--- src/rtl/phy_bringup_pkg.sv ---
package phy_bringup_pkg;

  localparam int unsigned MDW = 16;

  // management register numbers
  localparam logic [4:0] REG_CTRL  = 5'd0;
  localparam logic [4:0] REG_STAT  = 5'd1;
  localparam logic [4:0] REG_ID_HI = 5'd2;
  localparam logic [4:0] REG_ID_LO = 5'd3;
  localparam logic [4:0] REG_ADV   = 5'd4;
  localparam logic [4:0] REG_VEND  = 5'd18;

  // bit positions
  localparam int unsigned CTRL_RESET   = 15;
  localparam int unsigned CTRL_AN_EN   = 12;
  localparam int unsigned CTRL_AN_RST  = 9;
  localparam int unsigned STAT_AN_DONE = 5;
  localparam int unsigned STAT_RFAULT  = 4;
  localparam int unsigned VEND_SPD     = 7;
  localparam int unsigned VEND_DPX     = 6;

  typedef enum logic [3:0] {
    OP_ID_HI, OP_ID_LO, OP_RST_WR, OP_RST_RD, OP_VEND_RD,
    OP_CAP_RD, OP_ADV_WR, OP_AN_WR, OP_AN_POLL
  } mgmt_op_e;

  typedef enum logic [2:0] {
    ST_IDLE, ST_ISSUE, ST_WAIT, ST_DELAY, ST_END
  } seq_state_e;

  typedef struct packed {
    logic           wr;
    logic [4:0]     regno;
    logic [MDW-1:0] wdata;
  } mgmt_cmd_t;

endpackage

--- src/rtl/phy_poll_timer.sv ---
module phy_poll_timer #(
  parameter int unsigned INTERVAL = 500
) (
  input  logic clk,
  input  logic rst,
  input  logic arm,
  input  logic tick,
  output logic expire
);
  localparam int unsigned CW = $clog2(INTERVAL + 1);

  logic          active_q;
  logic [CW-1:0] cnt_q;

  always_ff @(posedge clk) begin
    if (rst) begin
      active_q <= 1'b0;
      cnt_q    <= '0;
      expire   <= 1'b0;
    end else begin
      expire <= 1'b0;
      if (arm) begin
        active_q <= 1'b1;
        cnt_q    <= '0;
      end else if (active_q && tick) begin
        if (cnt_q == CW'(INTERVAL - 1)) begin
          active_q <= 1'b0;
          expire   <= 1'b1;
        end else begin
          cnt_q <= cnt_q + CW'(1);
        end
      end
    end
  end
endmodule

--- src/rtl/phy_id_check.sv ---
module phy_id_check #(
  parameter int unsigned DW = 16
) (
  input  logic [DW-1:0] id_hi,
  input  logic [DW-1:0] id_lo,
  output logic          valid
);
  logic [1:0] word_ok;

  for (genvar i = 0; i < 2; i++) begin : g_word
    logic [DW-1:0] w;
    assign w = (i == 0) ? id_hi : id_lo;
    assign word_ok[i] = (w != '0) && (w != '1) &&
                        (w != (DW'(1) << (DW - 1)));
  end

  assign valid = &word_ok;
endmodule

--- src/rtl/phy_adv_map.sv ---
module phy_adv_map #(
  parameter int unsigned NCAP = 5
) (
  input  logic [NCAP-1:0] caps_hi,
  output logic [15:0]     adv
);
  localparam int unsigned TOP = 4 + NCAP;

  for (genvar i = 0; i < NCAP; i++) begin : g_cap
    assign adv[TOP - i] = caps_hi[NCAP - 1 - i];
  end

  assign adv[15:TOP+1] = '0;
  assign adv[4:1]      = '0;
  assign adv[0]        = 1'b1;
endmodule

--- src/rtl/phy_bringup_seq.sv ---
module phy_bringup_seq
  import phy_bringup_pkg::*;
#(
  parameter int unsigned PHY_AW     = 5,
  parameter int unsigned REG_AW     = 5,
  parameter int unsigned POLL_MS    = 500,
  parameter int unsigned RST_POLLS  = 6,
  parameter int unsigned ANEG_POLLS = 20
) (
  input  logic              clk,
  input  logic              rst,
  input  logic              start,
  input  logic              ms_tick,
  output logic              mgmt_req,
  output logic              mgmt_wr,
  output logic [PHY_AW-1:0] mgmt_phy,
  output logic [REG_AW-1:0] mgmt_reg,
  output logic [15:0]       mgmt_wdata,
  input  logic              mgmt_done,
  input  logic [15:0]       mgmt_rdata,
  output logic              busy,
  output logic              done,
  output logic              no_phy,
  output logic              reset_timeout,
  output logic              aneg_timeout,
  output logic [PHY_AW-1:0] phy_addr,
  output logic              mac_speed100,
  output logic              mac_full_duplex
);
  localparam int unsigned POLL_MAX = (RST_POLLS > ANEG_POLLS) ? RST_POLLS : ANEG_POLLS;
  localparam int unsigned PCW      = $clog2(POLL_MAX + 1);

  seq_state_e        state_q;
  mgmt_op_e          op_q;
  logic [PHY_AW-1:0] scan_q;
  logic [15:0]       id_hi_q;
  logic [1:0]        vend_q;
  logic [15:0]       adv_q;
  logic [PCW-1:0]    pcnt_q;
  logic              refault_q;
  logic              arm_q;
  logic              tmr_exp;
  logic              id_ok;
  logic [15:0]       adv_word;
  mgmt_cmd_t         cmd;

  phy_poll_timer #(.INTERVAL(POLL_MS)) u_timer (
    .clk(clk), .rst(rst), .arm(arm_q), .tick(ms_tick), .expire(tmr_exp)
  );

  phy_id_check #(.DW(16)) u_idchk (
    .id_hi(id_hi_q), .id_lo(mgmt_rdata), .valid(id_ok)
  );

  phy_adv_map #(.NCAP(5)) u_adv (
    .caps_hi(mgmt_rdata[15:11]), .adv(adv_word)
  );

  // request encoding for the pending operation
  always_comb begin
    cmd = '{wr: 1'b0, regno: REG_CTRL, wdata: 16'h0000};
    case (op_q)
      OP_ID_HI:   cmd.regno = REG_ID_HI;
      OP_ID_LO:   cmd.regno = REG_ID_LO;
      OP_RST_WR:  begin cmd.wr = 1'b1; cmd.wdata[CTRL_RESET] = 1'b1; end
      OP_RST_RD:  cmd.regno = REG_CTRL;
      OP_VEND_RD: cmd.regno = REG_VEND;
      OP_CAP_RD:  cmd.regno = REG_STAT;
      OP_ADV_WR:  begin cmd.wr = 1'b1; cmd.regno = REG_ADV; cmd.wdata = adv_q; end
      OP_AN_WR:   begin
                    cmd.wr = 1'b1;
                    cmd.wdata[CTRL_AN_EN]  = 1'b1;
                    cmd.wdata[CTRL_AN_RST] = 1'b1;
                  end
      OP_AN_POLL: cmd.regno = REG_STAT;
      default:    cmd.regno = REG_CTRL;
    endcase
  end

  always_ff @(posedge clk) begin
    if (rst) begin
      state_q         <= ST_IDLE;
      op_q            <= OP_ID_HI;
      scan_q          <= '0;
      id_hi_q         <= '0;
      vend_q          <= '0;
      adv_q           <= '0;
      pcnt_q          <= '0;
      refault_q       <= 1'b0;
      arm_q           <= 1'b0;
      mgmt_req        <= 1'b0;
      mgmt_wr         <= 1'b0;
      mgmt_phy        <= '0;
      mgmt_reg        <= '0;
      mgmt_wdata      <= '0;
      busy            <= 1'b0;
      done            <= 1'b0;
      no_phy          <= 1'b0;
      reset_timeout   <= 1'b0;
      aneg_timeout    <= 1'b0;
      phy_addr        <= '0;
      mac_speed100    <= 1'b0;
      mac_full_duplex <= 1'b0;
    end else begin
      mgmt_req <= 1'b0;
      done     <= 1'b0;
      arm_q    <= 1'b0;
      case (state_q)
        ST_IDLE: begin
          if (start) begin
            busy            <= 1'b1;
            no_phy          <= 1'b0;
            reset_timeout   <= 1'b0;
            aneg_timeout    <= 1'b0;
            mac_speed100    <= 1'b0;
            mac_full_duplex <= 1'b0;
            phy_addr        <= '0;
            scan_q          <= '0;
            op_q            <= OP_ID_HI;
            state_q         <= ST_ISSUE;
          end
        end
        ST_ISSUE: begin
          mgmt_req   <= 1'b1;
          mgmt_wr    <= cmd.wr;
          mgmt_phy   <= scan_q;
          mgmt_reg   <= REG_AW'(cmd.regno);
          mgmt_wdata <= cmd.wdata;
          state_q    <= ST_WAIT;
        end
        ST_DELAY: begin
          if (tmr_exp) state_q <= ST_ISSUE;
        end
        ST_WAIT: begin
          if (mgmt_done) begin
            case (op_q)
              OP_ID_HI: begin
                id_hi_q <= mgmt_rdata;
                op_q    <= OP_ID_LO;
                state_q <= ST_ISSUE;
              end
              OP_ID_LO: begin
                if (id_ok) begin
                  phy_addr <= scan_q;
                  op_q     <= OP_RST_WR;
                  state_q  <= ST_ISSUE;
                end else if (&scan_q) begin
                  no_phy  <= 1'b1;
                  state_q <= ST_END;
                end else begin
                  scan_q  <= scan_q + PHY_AW'(1);
                  op_q    <= OP_ID_HI;
                  state_q <= ST_ISSUE;
                end
              end
              OP_RST_WR: begin
                pcnt_q  <= '0;
                op_q    <= OP_RST_RD;
                state_q <= ST_ISSUE;
              end
              OP_RST_RD: begin
                if (!mgmt_rdata[CTRL_RESET]) begin
                  op_q    <= OP_VEND_RD;
                  state_q <= ST_ISSUE;
                end else if (pcnt_q == PCW'(RST_POLLS - 1)) begin
                  reset_timeout <= 1'b1;
                  state_q       <= ST_END;
                end else begin
                  pcnt_q  <= pcnt_q + PCW'(1);
                  arm_q   <= 1'b1;
                  state_q <= ST_DELAY;
                end
              end
              OP_VEND_RD: begin
                vend_q  <= {mgmt_rdata[VEND_SPD], mgmt_rdata[VEND_DPX]};
                op_q    <= OP_CAP_RD;
                state_q <= ST_ISSUE;
              end
              OP_CAP_RD: begin
                adv_q   <= adv_word;
                op_q    <= OP_ADV_WR;
                state_q <= ST_ISSUE;
              end
              OP_ADV_WR: begin
                pcnt_q    <= '0;
                refault_q <= 1'b0;
                op_q      <= OP_AN_WR;
                state_q   <= ST_ISSUE;
              end
              OP_AN_WR: begin
                op_q <= OP_AN_POLL;
                if (refault_q) begin
                  refault_q <= 1'b0;
                  arm_q     <= 1'b1;
                  state_q   <= ST_DELAY;
                end else begin
                  state_q <= ST_ISSUE;
                end
              end
              OP_AN_POLL: begin
                if (mgmt_rdata[STAT_AN_DONE] || pcnt_q == PCW'(ANEG_POLLS - 1)) begin
                  aneg_timeout    <= !mgmt_rdata[STAT_AN_DONE];
                  mac_speed100    <= vend_q[1];
                  mac_full_duplex <= vend_q[0];
                  state_q         <= ST_END;
                end else begin
                  pcnt_q <= pcnt_q + PCW'(1);
                  if (mgmt_rdata[STAT_RFAULT]) begin
                    refault_q <= 1'b1;
                    op_q      <= OP_AN_WR;
                    state_q   <= ST_ISSUE;
                  end else begin
                    arm_q   <= 1'b1;
                    state_q <= ST_DELAY;
                  end
                end
              end
              default: state_q <= ST_END;
            endcase
          end
        end
        ST_END: begin
          busy    <= 1'b0;
          done    <= 1'b1;
          state_q <= ST_IDLE;
        end
        default: state_q <= ST_IDLE;
      endcase
    end
  end
endmodule

--- config.mk ---
export PLATFORM = sky130hd
export DESIGN_NAME = phy_bringup_seq
export DESIGN_NICKNAME = d
export VERILOG_FILES = /design/src/rtl/phy_bringup_pkg.sv /design/src/rtl/phy_poll_timer.sv /design/src/rtl/phy_id_check.sv /design/src/rtl/phy_adv_map.sv /design/src/rtl/phy_bringup_seq.sv
export SDC_FILE = /design/constraint.sdc
export NUM_CORES = 1
export LEC_CHECK = 0
export ABC_CLOCK_PERIOD_IN_PS = 5450
export BUFFER_PORTS_ARGS = -buffer_cell sky130_fd_sc_hd__buf_4
export CORE_ASPECT_RATIO = 1.5
export CORE_MARGIN = 4
export CORE_UTILIZATION = 45
export DETAILED_ROUTE_END_ITERATION = 12
export PLACE_DENSITY_LB_ADDON = 0.25
export SYNTH_ARGS = -nofsm -noshare
export SYNTH_HDL_FRONTEND = slang
export SYNTH_HIERARCHICAL = 1
export SYNTH_SLANG_ARGS = --single-unit
export TNS_END_PERCENT = 20
--- constraint.sdc ---
create_clock -name clk -period 5.45 [get_ports clk]
set_clock_uncertainty 0.2 [all_clocks]
set_input_delay 0.2725 -clock clk [delete_from_list [all_inputs] [get_ports clk]]
set_output_delay 0.2725 -clock clk [all_outputs]
set_load 0.01 [all_outputs]
==> flow_metrics.py, run 1 <==
metrics = {
    "critical_path": {
        "crit_path_end": "pcnt_q[4]",
        "crit_type": "flip-flop to flip-flop",
        "critPathArrivalTime_ns": 3.11,
        "reg2regPathDepth": 5,
        "endpoint_kind": "flip-flop",
        "path_max_fanout": 19,
        "cp-start-kind": "flip-flop",
        "timing.rr.start": "op_q[3]",
        "critPathLaunch": "op_q[3]",
        "r2r_end": "pcnt_q[4]",
        "worstPathRequired_ns": 5.52,
        "rrSetupSlack_ns": 2.41,
    },
    "synth": {
        "synth-seq-cells": 103,
        "yosysWarningCount": 6,
        "synth_top_cell_area_share_pct": 44.9,
        "synthTopCellsByArea": "dfxtp_1 (45%), nand2_1 (8.1%), a21oi_1 (8.0%)",
        "ys_types": 58,
        "synth_edf_count": 0,
        "synth_top_area_cell": "dfxtp_1",
        "netlist_instances": 568,
        "async_flop_share_pct": 0,
        "synthesis.area_mm2": 0.00459,
        "avgSynthCellArea_um2": 8.08,
        "yosysSeqAreaShare_pct": 44.9,
        "dominantRegCellSynth": "dfxtp_1",
    },
    "detailed_routing": {
        "routed_wl_um": 10900,
        "post_drt_via_cell_ratio": 5.63,
        "first_iter_violations": 202,
        "wl_per_cell_um": 14.9,
        "drc": 0,
        "drtAntennaViolNets": 0,
        "firstDrtPassIters": 5,
        "vias": 4118,
    },
    "clocking": {
        "ctsResizeCount": 0,
        "cts_buffers": 9,
        "cts_buffer_depth": 2,
        "tritoncts": "yes",
        "cts_sinks": 103,
        "clk_pin_slew_ns": 0.07,
        "cts_max_level": 3,
        "post-cts-setup-buffer-count": 0,
        "clock_latency_ns": 0.35,
        "cts_root_buf": "clkbuf_16",
    },
    "timing": {
        "rsz0062_at_grt": "no",
        "period_minus_slack_ns": 3.04,
        "slew_viol_final": 0,
        "final-setup-viol-count": 0,
        "finalHoldViolCount": 0,
        "fin_crit_sh_pct": 55.7,
        "maxSlewHeadroom_pct": 31.0,
        "max_freq_mhz": 329,
        "fin_tns_setup_ns": 0,
        "tightest_slew_ns": 1.03,
    },
    "run_status": {
        "outcome": "finished clean",
    },
    "placed_design": {
        "port_buffers": 59,
        "gp_congestion": 0.896,
        "dpl.cell_count": 704,
        "dp_hpwl_um": 7450,
    },
    "finish": {
        "fin_cells": 732,
        "final_common_cell": "dfxtp_1",
        "layout_common_cells": "dfxtp_1 (103), nand2_1 (99), a21oi_1 (73)",
        "n_antenna_cell": 0,
        "drive_gt1_share_pct": 13.9,
        "fill_cells": 916,
        "nets": 638,
        "area_delta_synth_final_pct": 17.5,
        "top_regs": "adv_q (16), id_hi_q (16), mgmt_wdata (16)",
    },
    "floorplan": {
        "die_w_um": 90.5,
        "dieArea_mm2": 0.0119,
        "num_rows": 44,
        "start_util_pct": 46.8,
        "fp.dieH_um": 132,
        "pin_count": 61,
        "coreArea_mm2": 0.00980,
    },
    "hold_path": {
        "min_path_type": "input port to flip-flop",
    },
    "grt": {
        "grt_max_degree": 96,
        "track_usage_pct": 18.4,
        "grt_pass1_vias": 3989,
        "antenna_found_initial": 0,
        "grt_pass1_wl_um": 18500,
        "overflow": 0,
    },
    "flow_run": {
        "drv_cap": 0,
    },
    "power": {
        "ir_drop_uv": 194,
        "p_total_mw": 1.51,
        "p_leak_nw": 1.95,
        "powerDensity_mw_per_mm2": 280,
    },
}
-- worst max-delay path, stage by stage, from the launching register on --
cell and delay, ns:
dfxtp_1 0.72, or4b_4 0.58, o32a_1 0.31, or3_1 0.48, or4_1 0.51, a21oi_1 0.16
-- cell usage after synthesis (11+ instances only) --
| cell | count |
|---|---|
| o21ai_0 | 11 |
| or3_1 | 11 |
| clkbuf_1 | 30 |
| nor3_1 | 17 |
| nor2_1 | 53 |
| nor4_1 | 13 |
| a22oi_1 | 13 |
| dfxtp_1 | 103 |
| nand2_1 | 99 |
| nand3_1 | 13 |
| buf_4 | 18 |
| a21oi_1 | 73 |
| nand2b_1 | 15 |
-- logic make-up (layout without fill, tap and decap cells) --
logic type,count (synthesis),in the layout,share of synthesized area [%]
simple gates,264,264,28.6
buf+inv,56,96,6.08
compound gates,124,124,16.1
xor+xnor,3,3,0.572
mux,10,10,2.18
fa+ha+maj,5,5,1.36
flops,103,103,44.9
other cells,3,12,0.245
-- how the worst min path moves through the flow --
stage	startpoint	to	slack [ns]	cells after the start
after floorplan	rst	u_timer/active_q	0.15	1
after global placement	reset_timeout	reset_timeout	0.24	2
after detailed placement	adv_q[4]	adv_q[4]	0.25	2
after CTS	mgmt_rdata[6]	id_hi_q[6]	0.004	3
after global routing	mgmt_rdata[6]	id_hi_q[6]	0.03	3
final	mgmt_rdata[6]	vend_q[0]	0.01	3
-- report_power, final --
group | internal, mW | switching [mW]
registers | 0.760 | 0.00959
clock network | 0.320 | 0.304
logic | 0.0450 | 0.0703
total | 1.13 | 0.384
-- stage by stage --
stage	hold WS (ns)	setup slack [ns]	area, um2	utilization [%]
2_1_floorplan	0.151	2.94	4620	-
3_3_place_gp	0.241	2.57	4980	50.9
3_5_place_dp	0.247	2.47	4980	50.9
4_1_cts	0.00400	2.46	5390	55.0
5_1_grt	0.0274	2.30	5390	55.0
6_report	0.0128	2.41	5390	55.0
-- cell type report --
type,instances,area [um2],area share (%)
clock buffers,9,225,4.18
clock inverters,7,63.8,1.18
inverters,6,22.5,0.418
multi-input cells,418,2290,42.5
flip-flops and latches,103,2060,38.2
well taps,115,144,2.67
repair buffers,74,586,10.9
-- routing by layer --
| layer | up-vias | part of all wire, % | GRT usage, % |
|---|---|---|---|
| met5 | - | 0 | 0 |
| met4 | 0 | 1.7 | 7.16 |
| met3 | 16 | 4.5 | 4.00 |
| met2 | 100 | 51 | 32.9 |
| met1 | 1947 | 42 | 21.2 |
| li1 | 2055 | - | - |
-- repair_timing --
item / in CTS / in global routing
endpoints found under the setup margin: 0 / 0
hold endpoints to repair: 15 / 0
hold buffers: 12 / 0
Note: power is estimated with default switching activity, not from simulation.
==> inputs of run 2 (changes only) <==
--- a/config.mk
+++ b/config.mk
@@ -5,7 +5,7 @@
 export SDC_FILE = /design/constraint.sdc
 export NUM_CORES = 1
 export LEC_CHECK = 0
-export ABC_CLOCK_PERIOD_IN_PS = 5450
+export ABC_CLOCK_PERIOD_IN_PS = 2900
 export BUFFER_PORTS_ARGS = -buffer_cell sky130_fd_sc_hd__buf_4
 export CORE_ASPECT_RATIO = 1.5
 export CORE_MARGIN = 4
==> constraint.sdc (replaced) <==
create_clock -name clk -period 2.9 [get_ports clk]
set_clock_uncertainty 0.2 [all_clocks]
set_input_delay 0.145 -clock clk [delete_from_list [all_inputs] [get_ports clk]]
set_output_delay 0.145 -clock clk [all_outputs]
set_load 0.01 [all_outputs]
==> run 2 against run 1 <==
- global-route usage rose by 0.93 points
- sequential share of layout area decreased by 0.99 points
- clock power rose by 89%
- non-clock buffer count grew 17
- critical endpoint is now pcnt_q[2]
- power up 89%
- final area increased by 2.6%
- first-iteration DRC count up 71%
- sequential power rose by 87%
==> flow_metrics.py, run 2 (synthesis results as in run 1) <==
metrics = {
    "run_status": {
        "outcome": "finished clean",
    },
    "grt": {
        "track_usage_pct": 19.4,
        "use_met1_pct": 22.3,
        "grt_pass1_wl_um": 19400,
        "grt_max_degree": 55,
        "overflow": 0,
        "grt_pass1_vias": 4146,
        "grt.busiest_layer": "met2",
        "use_met3_pct": 4.23,
        "grtUsageMet2_pct": 34.6,
        "antenna_found_initial": 0,
    },
    "timing": {
        "period_minus_slack_ns": 2.60,
        "tightest_slew_ns": 0.678,
        "finalHoldViolCount": 0,
        "fin_crit_sh_pct": 89.7,
        "max_freq_mhz": 384,
        "rsz0062_at_grt": "no",
        "final-setup-viol-count": 0,
        "fin_tns_setup_ns": 0,
        "maxSlewHeadroom_pct": 54.2,
        "slew_viol_final": 0,
        "holdWs_ns": 0.0345,
    },
    "clocking": {
        "cts_sinks": 103,
        "cts_root_buf": "clkbuf_16",
        "cts_max_level": 3,
        "clk_pin_slew_ns": 0.07,
        "cts_buffers": 9,
        "cts_buffer_depth": 2,
        "post-cts-setup-buffer-count": 0,
        "tritoncts": "yes",
        "clock_latency_ns": 0.34,
    },
    "hold_path": {
        "min_path_type": "input port to flip-flop",
    },
    "floorplan": {
        "start_util_pct": 46.8,
        "pin_count": 61,
        "fp.dieH_um": 132,
        "die_w_um": 90.5,
        "num_rows": 44,
        "coreArea_mm2": 0.00980,
        "dieArea_mm2": 0.0119,
    },
    "critical_path": {
        "critPathArrivalTime_ns": 2.68,
        "critPathTopFamily": "simple AND/OR/NAND/NOR gates",
        "crit_type": "flip-flop to flip-flop",
        "cp-start-kind": "flip-flop",
        "crit_chain": "or4b_4, o32a_1, or3_1, or4b_1, a21oi_1",
        "path_buf_inv": 0,
        "endpoint_kind": "flip-flop",
        "worstPathRequired_ns": 2.98,
        "path_max_fanout": 10,
        "crit_slowest_cell": "or4b_4",
        "slowest_delay_ns": 0.58,
    },
    "detailed_routing": {
        "first_iter_violations": 346,
        "drc": 0,
        "vias": 4178,
        "post_drt_via_cell_ratio": 5.58,
        "firstDrtPassIters": 5,
        "routed_wl_um": 11200,
        "wl_per_cell_um": 14.9,
        "drtAntennaViolNets": 0,
    },
    "power": {
        "p_leak_nw": 2.04,
        "ir_drop_uv": 336,
        "powerDensity_mw_per_mm2": 517,
    },
    "finish": {
        "top_regs": "adv_q (16), id_hi_q (16), mgmt_wdata (16)",
        "n_antenna_cell": 0,
        "layout_common_cells": "dfxtp_1 (103), nand2_1 (99), a21oi_1 (73), buf_4 (73), nor2_1 (53)",
        "drive_gt1_share_pct": 15.3,
        "area_delta_synth_final_pct": 20.6,
        "nets": 655,
        "final_common_cell": "dfxtp_1",
        "final_area_mm2": 0.00554,
    },
    "flow_run": {
        "drv_cap": 0,
    },
    "placed_design": {
        "dp_hpwl_um": 7780,
        "placed_cell_area_mm2": 0.00507,
        "gp_congestion": 0.823,
        "port_buffers": 59,
    },
}
[run 2: changes by cell type in the layout (fill, tap and decap cells not counted)]
cell and change:
clkinv_2 +1, buf_4 +11, inv_8 +1, clkinvlp_4 -1, inv_6 -1, dlygate4sd3_1 +6
[run 2: cell type report]
type	instances	area [um2]
flip-flops and latches	103	2060
fillers	910	4260
well taps	115	144
clock inverters	7	63.8
repair buffers	91	728
clock buffers	9	225
inverters	6	22.5
multi-input cells	418	2290
[run 2: worst paths after layout]
check,from,end,slack [ns],cells past startpoint
setup / recovery,op_q[0],pcnt_q[2],0.30,5
hold / removal,mgmt_done,refault_q,0.03,4
setup reg to reg,op_q[0],pcnt_q[2],0.30,5
hold reg to reg,adv_q[14],adv_q[14],0.26,2
[run 2: stage by stage]
stage	util (%)	setup WS [ns]	power, mW	instances
floorplan	-	0.387	1.62	577
detailed placement	51.7	0.314	1.70	715
global placement	51.7	0.394	1.69	715
global route	56.5	0.176	2.96	749
CTS	56.5	0.312	2.88	749
finish	56.5	0.299	2.86	749
[run 2: repair_timing]
| item | in CTS | in global routing |
|---|---|---|
| hold buffers | 18 | 0 |
| gates resized for setup | 0 | 0 |
| setup endpoints to repair | 0 | 0 |
| endpoints found under the hold margin | 30 | 0 |
[run 2: tightest hold or removal path, cell delays in order]
cell and delay, ns:
buf_4 0.13, nand4_1 0.08, a21o_1 0.12, a21oi_1 0.06
[run 2: per-layer routing]
metal	routed length, um	share of wire [%]	vias to the layer above
li1	-	-	2092
met1	4530	41	1954
met2	5850	52	109
met3	505	4.5	23
met4	267	2.4	0
met5	0	0	-
[run 2: power by group]
group / switching, mW / internal [mW]
clock: 0.572 / 0.604
sequential: 0.0155 / 1.43
combinational: 0.138 / 0.101
total: 0.725 / 2.13
==> inputs of run 3 (changes only) <==
--- a/config.mk
+++ b/config.mk
@@ -5,6 +5,7 @@
 export SDC_FILE = /design/constraint.sdc
 export NUM_CORES = 1
 export LEC_CHECK = 0
+export ABC_AREA = 1
 export ABC_CLOCK_PERIOD_IN_PS = 2900
 export BUFFER_PORTS_ARGS = -buffer_cell sky130_fd_sc_hd__buf_4
 export CORE_ASPECT_RATIO = 1.5
==> run 3 against run 2 <==
- sequential power up 16%
- setup slack better by 0.36 ns
- clock power about the same
- fmax up 16%
- die area up 6.7%
- synthesized cell count up 24%
==> flow_metrics.py, run 3 <==
metrics = {
    "run_status": {
        "outcome": "finished clean",
    },
    "placed_design": {
        "detailedPlace.worstSlack_ns": 0.788,
        "port_buffers": 59,
        "placed_cell_area_mm2": 0.00537,
        "dp_hpwl_um": 8330,
        "dpl.cell_count": 884,
        "gp_congestion": 0.913,
    },
    "critical_path": {
        "timing.rr.start": "state_q[0]",
        "path_common_cell": "nand2_1",
        "cp.depth": 18,
        "path_buf_inv": 4,
        "path_max_fanout": 6,
        "rrSetupSlack_ns": 0.75,
        "critPathLaunch": "mgmt_rdata[10]",
        "cp-start-kind": "input port",
        "endpoint_kind": "flip-flop",
        "crit_slowest_cell": "dlygate4sd3_1",
        "r2r_end": "mgmt_wdata[3]",
        "crit_chain": "dlygate4sd3_1, buf_4, nand2_1, inv_1, nand2_1, nor2_1, nand2_1, nand2_1, nor2_1, nor2_1, nand3_1, nand2_1, nand2_1, nand2_1, inv_1, nand2_2, a21oi_1, nor2_1",
        "reg2regPathDepth": 8,
        "crit_path_end": "op_q[3]",
        "crit_type": "input port to flip-flop",
        "critPathTopFamily": "simple AND/OR/NAND/NOR gates",
        "critPathArrivalTime_ns": 2.28,
        "worstPathRequired_ns": 2.94,
        "slowest_delay_ns": 0.54,
    },
    "timing": {
        "setup_ws_ns": 0.663,
        "finalHoldViolCount": 0,
        "fin_crit_sh_pct": 77.1,
        "maxSlewHeadroom_pct": 63.4,
        "period_minus_slack_ns": 2.24,
        "rsz0062_at_grt": "no",
        "fin_tns_setup_ns": 0,
        "slew_viol_final": 0,
        "final-setup-viol-count": 0,
        "max_freq_mhz": 447,
        "tightest_slew_ns": 0.546,
        "holdWs_ns": 0.0117,
    },
    "synth": {
        "synth_top_area_cell": "dfxtp_1",
        "synth-seq-cells": 103,
        "async_flop_share_pct": 0,
        "synthTopCellsByArea": "dfxtp_1 (42%), nor2_1 (12%), nand2_1 (11%)",
        "synth_common_cells": "nor2_1 (162), nand2_1 (148), dfxtp_1 (103), o21ai_0 (49), a21oi_1 (46)",
        "netlist_instances": 707,
        "dominantRegCellSynth": "dfxtp_1",
        "yosysSeqAreaShare_pct": 41.9,
        "avgSynthCellArea_um2": 6.96,
        "synthesis.area_mm2": 0.00492,
        "synth_top_cell_area_share_pct": 41.9,
        "ys_types": 42,
        "yosysWarningCount": 6,
        "synth_edf_count": 0,
        "synth.most_common_cell": "nor2_1",
    },
    "floorplan": {
        "pin_count": 61,
        "num_rows": 46,
        "coreArea_mm2": 0.0106,
        "die_w_um": 93.4,
        "dieArea_mm2": 0.0127,
        "fp.dieH_um": 136,
        "start_util_pct": 46.2,
    },
    "finish": {
        "top_regs": "adv_q (16), id_hi_q (16), mgmt_wdata (16)",
        "layout_common_cells": "nor2_1 (162), nand2_1 (148), dfxtp_1 (103)",
        "drive_gt1_share_pct": 15.4,
        "fill_cells": 1034,
        "nets": 796,
        "final_core_util_pct": 54.9,
        "n_antenna_cell": 0,
        "fin_cells": 918,
        "final_common_cell": "nor2_1",
        "final_area_mm2": 0.00585,
        "area_delta_synth_final_pct": 18.8,
    },
    "clocking": {
        "cts_buffer_depth": 2,
        "ctsResizeCount": 0,
        "cts_root_buf": "clkbuf_16",
        "cts_max_level": 3,
        "clk_pin_slew_ns": 0.07,
        "tritoncts": "yes",
        "cts_buffers": 9,
        "clock_latency_ns": 0.35,
        "cts_sinks": 103,
    },
    "power": {
        "p_clk_share_pct": 29.3,
        "ir_drop_uv": 381,
        "p_total_mw": 3.94,
        "p_leak_nw": 2.51,
        "p_sw_share_pct": 34.4,
        "pwr-share-comb_pct": 28.4,
        "powerDensity_mw_per_mm2": 674,
        "p_int_mw": 2.59,
        "p_switching_mw": 1.35,
        "pwr-share-seq_pct": 42.3,
    },
    "grt": {
        "grt_pass1_wl_um": 19800,
        "antenna_found_initial": 0,
        "overflow": 0,
        "grt_max_degree": 53,
        "grt_pass1_vias": 4375,
        "track_usage_pct": 19.4,
    },
    "detailed_routing": {
        "drtAntennaViolNets": 0,
        "first_iter_violations": 321,
        "drc": 0,
        "post_drt_via_cell_ratio": 4.86,
        "routed_wl_um": 11600,
        "firstDrtPassIters": 4,
        "wl_per_cell_um": 12.7,
        "vias": 4465,
    },
    "hold_path": {
        "min_path_type": "input port to flip-flop",
        "hp-start": "rst",
    },
    "flow_run": {
        "drv_cap": 0,
    },
}
==> run 3: changes by cell type after synthesis, moves of 10 or more <==
cell,change
a22oi_1,-13
nand2b_1,-15
o21ai_0,+38
mux2i_1,-10
inv_2,+11
inv_1,+34
a21oi_1,-27
nor2_1,+109
nand2_1,+49
nor3_1,-13
nor4_1,-12
clkbuf_1,-18
or3_1,-11
nand3_1,+17
==> run 3: layout make-up <==
class | count | area (um2) | share of cell area, %
Clock buffer | 13 | 270 | 4.62
Clock inverter | 2 | 15.0 | 0.257
Inverter | 53 | 204 | 3.49
Multi-Input combinational cell | 523 | 2470 | 42.2
Sequential cell | 103 | 2060 | 35.3
Tap cell | 144 | 180 | 3.08
Timing Repair Buffer | 80 | 648 | 11.1
==> run 3: logic make-up after synthesis <==
family / share of synthesized area [%]
simple gates: 34.2
compound gates: 12.5
flops: 41.9
buf+inv: 8.64
xor+xnor: 1.25
fa+ha+maj: 1.27
other cells: 0.229
==> run 3: repair_timing <==
action / 4_1_cts / 5_1_grt
buffers inserted: 0 / 0
endpoints found under the hold margin: 28 / 0
hold buffers: 19 / 0
==> run 3: worst min-delay path by stage <==
stage / slack, ns / endpoint / depth (start not counted)
2_1_floorplan: 0.01 / u_timer/active_q / 1
3_3_place_gp: 0.22 / id_hi_q[0] / 3
3_5_place_dp: 0.22 / id_hi_q[9] / 3
4_1_cts: 0.003 / mgmt_reg[2] / 2
5_1_grt: 0.04 / mgmt_req / 2
6_report: 0.01 / mgmt_reg[2] / 2
==> run 3: metal layers <==
metal,up-vias,global-route usage (%),wire (um)
li1,2349,-,-
met1,2007,22.1,4960
met2,89,35.1,5960
met3,20,3.16,452
met4,0,8.72,275
met5,-,0,0
==> run 3: power groups by stage <==
| stage | logic, mW | clock network [mW] | registers [mW] |
|---|---|---|---|
| finish | 1.12 | 1.15 | 1.67 |
| global route | 1.27 | 1.24 | 1.69 |
| CTS | 1.12 | 1.18 | 1.67 |
| detailed placement | 1.09 | 0 | 1.70 |
| global placement | 1.08 | 0 | 1.69 |
| floorplan | 0.775 | 0 | 1.70 |
